$ cat config.mk
export PLATFORM = sky130hd
export DESIGN_NAME = sereep_host
export DESIGN_NICKNAME = d
export VERILOG_FILES = /design/src/rtl/sereep_pkg.sv /design/src/rtl/sereep_dp.sv /design/src/rtl/sereep_ctrl.sv /design/src/rtl/sereep_host.sv
export SDC_FILE = /design/constraint.sdc
export NUM_CORES = 1
export LEC_CHECK = 0
export CAP_MARGIN = 20
export CORE_ASPECT_RATIO = 1.1
export CORE_MARGIN = 2
export CORE_UTILIZATION = 51
export DETAILED_ROUTE_END_ITERATION = 8
export PLACE_DENSITY = 0.77
export SYNTH_ARGS = -nofsm -noshare
export SYNTH_HDL_FRONTEND = slang
export SYNTH_SLANG_ARGS = --single-unit
$ cat constraint.sdc
create_clock -name clk -period 2.01 [get_ports clk]
set_clock_uncertainty 0.1 [all_clocks]
set_input_delay 0.201 -clock clk [delete_from_list [all_inputs] [get_ports clk]]
set_output_delay 0.201 -clock clk [all_outputs]
set_load 0.01 [all_outputs]
$ cat src/rtl/sereep_pkg.sv
package sereep_pkg;

  typedef enum logic [1:0] {
    CMD_READ  = 2'd0,
    CMD_WRITE = 2'd1,
    CMD_WREN  = 2'd2,
    CMD_WRDIS = 2'd3
  } cmd_e;

  localparam logic [1:0] OP_READ  = 2'b10;
  localparam logic [1:0] OP_WRITE = 2'b01;
  localparam logic [1:0] OP_MISC  = 2'b00;
  localparam logic [1:0] SUB_WREN  = 2'b11;
  localparam logic [1:0] SUB_WRDIS = 2'b00;

  // strobes from control to datapath
  typedef struct packed {
    logic latchReq;  // capture request fields
    logic loadEn;    // load an enable-programming frame
    logic loadCmd;   // load the frame of the latched request
    logic timerClr;  // restart the wait timer
  } dpCtl_t;

endpackage

$ cat src/rtl/sereep_dp.sv
module sereep_dp
  import sereep_pkg::*;
#(
  parameter int ADDR_W   = 6,
  parameter int DATA_W   = 16,
  parameter int HALF_DIV = 4,
  parameter int TMR_W    = 8
) (
  input  logic              clk,
  input  logic              rstN,
  input  dpCtl_t            ctl,
  input  logic [1:0]        reqCmd,
  input  logic [ADDR_W-1:0] reqAddr,
  input  logic [DATA_W-1:0] reqWdata,
  input  logic              doIn,
  output logic              skOut,
  output logic              diOut,
  output logic [DATA_W-1:0] rdData,
  output logic              frameEnd,
  output logic [TMR_W-1:0]  timer
);

  localparam int HDR_W   = 3 + ADDR_W;
  localparam int FRAME_W = HDR_W + DATA_W;
  localparam int RD_BITS = HDR_W + 1 + DATA_W;
  localparam int CNT_W   = $clog2(RD_BITS + 1);
  localparam int DIV_W   = $clog2(HALF_DIV + 1);
  localparam logic [DIV_W-1:0] DIV_LAST  = DIV_W'(HALF_DIV - 1);
  localparam logic [CNT_W-1:0] CAP_FIRST = CNT_W'(HDR_W + 1);

  logic [1:0]         cmdQ;
  logic [ADDR_W-1:0]  addrQ;
  logic [DATA_W-1:0]  wdataQ;
  logic [FRAME_W-1:0] frameSh;
  logic [CNT_W-1:0]   bitCnt;
  logic [CNT_W-1:0]   bitTotal;
  logic [DIV_W-1:0]   divCnt;
  logic               active;
  logic               capEn;
  logic               skQ;
  logic [DATA_W-1:0]  rdSh;

  function automatic logic [FRAME_W-1:0] buildFrame(
    input logic [1:0]        cmd,
    input logic [ADDR_W-1:0] addr,
    input logic [DATA_W-1:0] data
  );
    logic [FRAME_W-1:0] f;
    case (cmd_e'(cmd))
      CMD_READ:  f = {1'b1, OP_READ, addr, {DATA_W{1'b0}}};
      CMD_WRITE: f = {1'b1, OP_WRITE, addr, data};
      CMD_WREN:  f = {1'b1, OP_MISC, SUB_WREN, {(ADDR_W-2){1'b0}}, {DATA_W{1'b0}}};
      default:   f = {1'b1, OP_MISC, SUB_WRDIS, {(ADDR_W-2){1'b0}}, {DATA_W{1'b0}}};
    endcase
    return f;
  endfunction

  function automatic logic [CNT_W-1:0] frameLen(input logic [1:0] cmd);
    case (cmd_e'(cmd))
      CMD_READ:  return CNT_W'(RD_BITS);
      CMD_WRITE: return CNT_W'(FRAME_W);
      default:   return CNT_W'(HDR_W);
    endcase
  endfunction

  always_ff @(posedge clk or negedge rstN) begin
    if (!rstN) begin
      cmdQ     <= '0;
      addrQ    <= '0;
      wdataQ   <= '0;
      frameSh  <= '0;
      bitCnt   <= '0;
      bitTotal <= '0;
      divCnt   <= '0;
      active   <= 1'b0;
      capEn    <= 1'b0;
      skQ      <= 1'b0;
      rdSh     <= '0;
      frameEnd <= 1'b0;
    end else begin
      frameEnd <= 1'b0;
      if (ctl.latchReq) begin
        cmdQ   <= reqCmd;
        addrQ  <= reqAddr;
        wdataQ <= reqWdata;
      end
      if (ctl.loadEn || ctl.loadCmd) begin
        frameSh  <= ctl.loadEn ? buildFrame(CMD_WREN, addrQ, wdataQ)
                               : buildFrame(cmdQ, addrQ, wdataQ);
        bitTotal <= ctl.loadEn ? frameLen(CMD_WREN) : frameLen(cmdQ);
        capEn    <= ctl.loadCmd && (cmdQ == CMD_READ);
        bitCnt   <= '0;
        divCnt   <= '0;
        skQ      <= 1'b0;
        active   <= 1'b1;
      end else if (active) begin
        if (divCnt == DIV_LAST) begin
          divCnt <= '0;
          skQ    <= ~skQ;
          if (skQ) begin
            // end of the high phase: bit complete, next bit set up while low
            frameSh <= frameSh << 1;
            if (capEn && bitCnt >= CAP_FIRST) rdSh <= {rdSh[DATA_W-2:0], doIn};
            bitCnt <= bitCnt + 1'b1;
            if (bitCnt == bitTotal - 1'b1) begin
              active   <= 1'b0;
              frameEnd <= 1'b1;
            end
          end
        end else begin
          divCnt <= divCnt + 1'b1;
        end
      end
    end
  end

  always_ff @(posedge clk or negedge rstN) begin
    if (!rstN)             timer <= '0;
    else if (ctl.timerClr) timer <= '0;
    else if (timer != '1)  timer <= timer + 1'b1;
  end

  assign skOut  = skQ;
  assign diOut  = frameSh[FRAME_W-1];
  assign rdData = rdSh;

endmodule

$ cat src/rtl/sereep_ctrl.sv
module sereep_ctrl
  import sereep_pkg::*;
#(
  parameter int CS_LOW_CYC = 5,
  parameter int POLL_MAX   = 1000,
  parameter int TMR_W      = 10
) (
  input  logic             clk,
  input  logic             rstN,
  input  logic             reqValid,
  input  logic [1:0]       reqCmd,
  input  logic             frameEnd,
  input  logic [TMR_W-1:0] timer,
  input  logic             doIn,
  output dpCtl_t           ctl,
  output logic             csOut,
  output logic             reqReady,
  output logic             done,
  output logic             timedOut
);

  localparam logic [TMR_W-1:0] GAP_LAST  = TMR_W'(CS_LOW_CYC - 1);
  localparam logic [TMR_W-1:0] POLL_LAST = TMR_W'(POLL_MAX - 1);

  typedef enum logic [2:0] {
    ST_IDLE, ST_START, ST_SHIFT, ST_GAP, ST_POLL, ST_DESEL
  } state_e;

  state_e     state, nxt;
  logic [1:0] cmdQ;
  logic       wrEn;    // shadow of the device programming-allowed state
  logic       pendWr;  // enable frame in flight ahead of a write
  logic       toFlag;

  always_comb begin
    ctl = '0;
    nxt = state;
    case (state)
      ST_IDLE: if (reqValid) begin
        ctl.latchReq = 1'b1;
        nxt = ST_START;
      end
      ST_START: begin
        if (cmdQ == CMD_WRITE && !wrEn) ctl.loadEn = 1'b1;
        else                            ctl.loadCmd = 1'b1;
        nxt = ST_SHIFT;
      end
      ST_SHIFT: if (frameEnd) begin
        ctl.timerClr = 1'b1;
        nxt = (cmdQ == CMD_WRITE && !pendWr) ? ST_GAP : ST_DESEL;
      end
      ST_GAP: if (timer == GAP_LAST) begin
        ctl.timerClr = 1'b1;
        nxt = ST_POLL;
      end
      ST_POLL: if (doIn || timer == POLL_LAST) begin
        ctl.timerClr = 1'b1;
        nxt = ST_DESEL;
      end
      ST_DESEL: if (timer == GAP_LAST) nxt = pendWr ? ST_START : ST_IDLE;
      default: nxt = ST_IDLE;
    endcase
  end

  always_ff @(posedge clk or negedge rstN) begin
    if (!rstN) begin
      state    <= ST_IDLE;
      cmdQ     <= '0;
      wrEn     <= 1'b0;
      pendWr   <= 1'b0;
      toFlag   <= 1'b0;
      done     <= 1'b0;
      timedOut <= 1'b0;
    end else begin
      state <= nxt;
      done  <= 1'b0;
      if (ctl.latchReq) begin
        cmdQ     <= reqCmd;
        toFlag   <= 1'b0;
        timedOut <= 1'b0;
      end
      if (ctl.loadEn) begin
        wrEn   <= 1'b1;
        pendWr <= 1'b1;
      end
      if (ctl.loadCmd) begin
        if (cmdQ == CMD_WREN)       wrEn <= 1'b1;
        else if (cmdQ == CMD_WRDIS) wrEn <= 1'b0;
      end
      if (state == ST_POLL && !doIn && timer == POLL_LAST) toFlag <= 1'b1;
      if (state == ST_DESEL && timer == GAP_LAST) begin
        if (pendWr) pendWr <= 1'b0;
        else begin
          done     <= 1'b1;
          timedOut <= toFlag;
        end
      end
    end
  end

  assign csOut    = (state == ST_SHIFT) || (state == ST_POLL);
  assign reqReady = (state == ST_IDLE);

endmodule

$ cat src/rtl/sereep_host.sv
module sereep_host
  import sereep_pkg::*;
#(
  parameter int ADDR_W     = 6,
  parameter int DATA_W     = 16,
  parameter int HALF_DIV   = 4,
  parameter int CS_LOW_CYC = 5,
  parameter int POLL_MAX   = 20000
) (
  input  logic              clk,
  input  logic              rstN,
  input  logic              reqValid,
  input  logic [1:0]        reqCmd,
  input  logic [ADDR_W-1:0] reqAddr,
  input  logic [DATA_W-1:0] reqWdata,
  output logic              reqReady,
  output logic [DATA_W-1:0] rdData,
  output logic              done,
  output logic              timedOut,
  output logic              csOut,
  output logic              skOut,
  output logic              diOut,
  input  logic              doIn
);

  localparam int WAIT_MAX = (CS_LOW_CYC > POLL_MAX) ? CS_LOW_CYC : POLL_MAX;
  localparam int TMR_W    = $clog2(WAIT_MAX + 1);

  dpCtl_t           ctl;
  logic             frameEnd;
  logic [TMR_W-1:0] timer;

  sereep_ctrl #(
    .CS_LOW_CYC(CS_LOW_CYC), .POLL_MAX(POLL_MAX), .TMR_W(TMR_W)
  ) u_ctrl (
    .clk(clk), .rstN(rstN), .reqValid(reqValid), .reqCmd(reqCmd),
    .frameEnd(frameEnd), .timer(timer), .doIn(doIn), .ctl(ctl),
    .csOut(csOut), .reqReady(reqReady), .done(done), .timedOut(timedOut)
  );

  sereep_dp #(
    .ADDR_W(ADDR_W), .DATA_W(DATA_W), .HALF_DIV(HALF_DIV), .TMR_W(TMR_W)
  ) u_dp (
    .clk(clk), .rstN(rstN), .ctl(ctl), .reqCmd(reqCmd), .reqAddr(reqAddr),
    .reqWdata(reqWdata), .doIn(doIn), .skOut(skOut), .diOut(diOut),
    .rdData(rdData), .frameEnd(frameEnd), .timer(timer)
  );

endmodule

==> metrics.md <==
| Metric | Value |
|---|---|
| Status | `finished, final reports clean` |
| Top cells by count, synth | `dfrtp_1 (104), nand2_1 (46), mux2_2 (39), nor2_1 (21), o21ai_0 (20)` |
| CTS tree | `yes` |
| Net Sw Frac | `roughly 34%` |
| Fin crit period | `between 1500 and 2000 ps` |
| Iteration-0 DRC count of the detailed router | `136` |
| Worst hold slack | `a little under 300 ps` |
| Cell Pwr Density | `1150 mW/mm^2` |
| Max Slew Vio Count | `0` |
| Asr flop ratio synth | `100%` |
| Pwr Total | `0.00684 W` |
| Pin count of the biggest net entering global routing | `between 100 and 150` |
| Final design utilization | `between 60 and 70%` |
| Pint | `0.00451 W` |
| Max Freq | `501 MHz` |
| Final-report hold violation count | `0` |
| Cell with the most instances after synthesis | `dfrtp_1` |
| Routed WL | `approximately 10000 um` |
| CP endpoint kind | `register` |
| Worst setup SP type | `register` |
| Maximum VDD drop | `about 0.58 mV` |
| RSZ-0062 raised after global routing | `yes` |
| Synthesized net count | `around 470` |
| Io pins | `50` |
| Die area | `between 0.01 and 0.015 mm^2` |
| Drt via density | `5.79` |
| Unique masters post-synth | `58` |
| Top cell type by total area after synthesis | `dfrtp_1` |
| Worst Setup Path Type | `register to register` |
| Syn_area_per_cell | `about 11 um^2` |
| Total GRT Usage | `approximately a fifth` |
| Post-synth EDFFs | `0` |
| Port Buffers | `roughly 50` |
| YS warnings | `0` |
| Vias | `3646` |
| Die X | `approximately 97 um` |
| Flop pwr share | `a little under half` |
| Netlist Area Pre-Place | `between 0.004 and 0.005 mm^2` |
| Yosys top cell area share | `~54%` |
| CTS Buf Count | `9` |
| Vias in the first global route | `around 3500` |
| Clock sink total | `between 100 and 150` |
| First-pass GRT wire length | `roughly 16000 um` |
| Root Driver | `clkbuf_8` |
| Layout cell share with drive strength beyond 1 | `between 20 and 25%` |
| Min-delay worst type | `input port to register` |
| Post-DP HPWL | `approximately 6600 um` |
| Remaining DRCs | `0` |
| Period utilization | `between 90% and 100%` |
| Area grow syn2layout | `23.0%` |
| Drt wl/cell | `15.5 um` |
| Clock Latency Late Sink | `between 300 and 400 ps` |
| TritonRoute pass-1 iters | `5` |
| Clk slew on worst S/H paths | `110 ps` |
| NetSw | `approximately 0.0023 W` |
| Row cnt | `37` |
| Ys flop type | `dfrtp_1` |
| Initial antenna violation count | `0` |
| Initial core utilization | `52.1%` |
| Max Root-Sink Buffers | `2` |
| Final Cell Area | `0.00593 mm^2` |
| Total core area | `0.00926 mm^2` |
| Final setup viols | `0` |
| Dpl cell area | `0.00563 mm^2` |
| Worst Path Arrival | `about 2200 ps` |
| Clock power frac | `about a fifth` |
| Register area share after synthesis | `54.0%` |
| Post-route ant nets | `0` |
| # nets final | `543` |
| Leak | `approximately 2.6 nW` |
| Setup TNS Final | `0 ps` |
| H-tree levels | `3` |
| Post-synthesis instance total | `~440` |
| Gate power share | `33.4%` |
| FF+latch count, synth | `104` |
| Crit Path Max Fanout | `5` |
| Relative slew slack | `a little under two thirds` |
| Ant diodes | `0` |
| Worst-margin pin slew | `543 ps` |
| # Max-Cap Violations | `0` |
| Critical Path RT | `2200 ps` |
| Synth area leaders | `dfrtp_1 (54%), mux2_2 (9.1%), nand2_1 (3.6%), a22oi_1 (2.3%), o21ai_0 (2.1%)` |
| Final RePlAce weighted congestion | `~0.86` |
| Die Ht | `approximately 110 um` |
| Gr ovfl total | `0` |
[layout by cell type (no fill, tap or decap), types with 3 or more instances in the layout]
cell / Yosys / final
o31ai_1: 4 / 4
a22oi_1: 15 / 15
a211oi_1: 8 / 8
buf_4: 2 / 31
o21ai_1: 8 / 8
nand2_1: 46 / 46
nand4_1: 9 / 9
xor2_1: 7 / 7
o21ai_0: 20 / 20
nor2_1: 21 / 21
inv_1: 10 / 9
and4_1: 4 / 3
nor3_1: 9 / 8
nand2b_1: 9 / 9
dfrtp_1: 104 / 102
buf_12: 0 / 5
ha_1: 7 / 6
a2bb2oi_1: 4 / 4
and3_1: 5 / 5
clkbuf_8: 0 / 9
nand3_1: 13 / 13
xnor2_1: 3 / 3
o21a_1: 3 / 3
mux2_2: 39 / 39
or4_1: 3 / 3
nor2b_1: 4 / 4
clkdlybuf4s50_1: 0 / 46
a31oi_1: 6 / 6
nor4_1: 7 / 6
a21oi_1: 12 / 12
[power groups by stage]
stage / clock network (W) / logic (W) / registers, W
2_1_floorplan: 0 / 0.00151 / 0.00309
3_3_place_gp: 0 / 0.00216 / 0.00315
3_5_place_dp: 0 / 0.00226 / 0.00318
4_1_cts: 0.00142 / 0.00228 / 0.00315
5_1_grt: 0.00150 / 0.00256 / 0.00325
6_report: 0.00138 / 0.00228 / 0.00317
[metal layers]
layer | GRT usage, % | up-vias | part of all wire, %
met5 | 0 | - | 0
met4 | 7.65 | 0 | 1.9
met3 | 3.81 | 19 | 4.4
met2 | 31.6 | 89 | 49
met1 | 26.3 | 1809 | 44
li1 | - | 1729 | -
[critical path: stages (launching register included)]
cell and delay, ps:
dfrtp_1 420, ha_2 210, and4_4 210, and4_1 210
or4_1 520, a211oi_1 240
[repair_timing]
item	4_1_cts	5_1_grt
pin swaps	0	2
endpoints found under the hold margin	104	0
hold buffers	1	0
setup buffers	1	1
setup endpoints to repair	9	25
resized for setup	7	8
[cell type report]
cell class | instances | area, um^2
fill | 717 | 3330
sequential | 104 | 2610
clock buffer | 9 | 124
multi-input combinational | 297 | 2090
tap | 117 | 146
clock inverter | 7 | 95.1
inverter | 10 | 37.5
timing repair buffer | 86 | 832
[per-stage QoR]
stage          setup slack (ps)  cells
2_1_floorplan              8.61    438
3_3_place_gp              -13.2    611
3_5_place_dp              -59.5    611
4_1_cts                    21.0    629
5_1_grt                   -44.2    630
6_report                   15.1    630
[final timing paths]
| check | start | endpoint | slack, ps | depth (start not counted) |
|---|---|---|---|---|
| worst max-delay path | u_dp.timer[0] | u_dp.timer[11] | 20 | 5 |
| worst min-delay path | reqCmd[0] | u_ctrl.cmdQ[0] | 300 | 3 |
| worst max register to register | u_dp.timer[0] | u_dp.timer[11] | 20 | 5 |
| worst min register to register | u_dp.bitTotal[3] | u_dp.bitTotal[3] | 380 | 2 |
| max in group asynchronous | rstN | u_dp.timer[2] | 1050 | 3 |
| min in group asynchronous | rstN | u_dp.rdData[14] | 330 | 3 |
[sequential cells by signal, indices dropped and copies added (netlist names), 2 cells and up]
register,cells
u_dp.rdData,16
u_dp.frameSh,25
u_dp.bitTotal,4
u_dp.bitCnt,5
u_ctrl.cmdQ,2
u_dp.wdataQ,16
u_dp.timer,15
u_ctrl.state,3
u_dp.divCnt,3
u_dp.addrQ,6
[cell families (layout without fill, tap and decap cells)]
kind of cell	count (synthesis)	count (layout)	share of synthesized area [%]
compound gates	92	92	12.6
xor+xnor	10	10	1.82
fa+ha+maj	7	7	1.82
buf+inv	37	112	3.76
flops	104	104	54.0
mux	41	41	9.53
simple gates	147	147	16.5
Note: power is estimated with default switching activity, not from simulation.
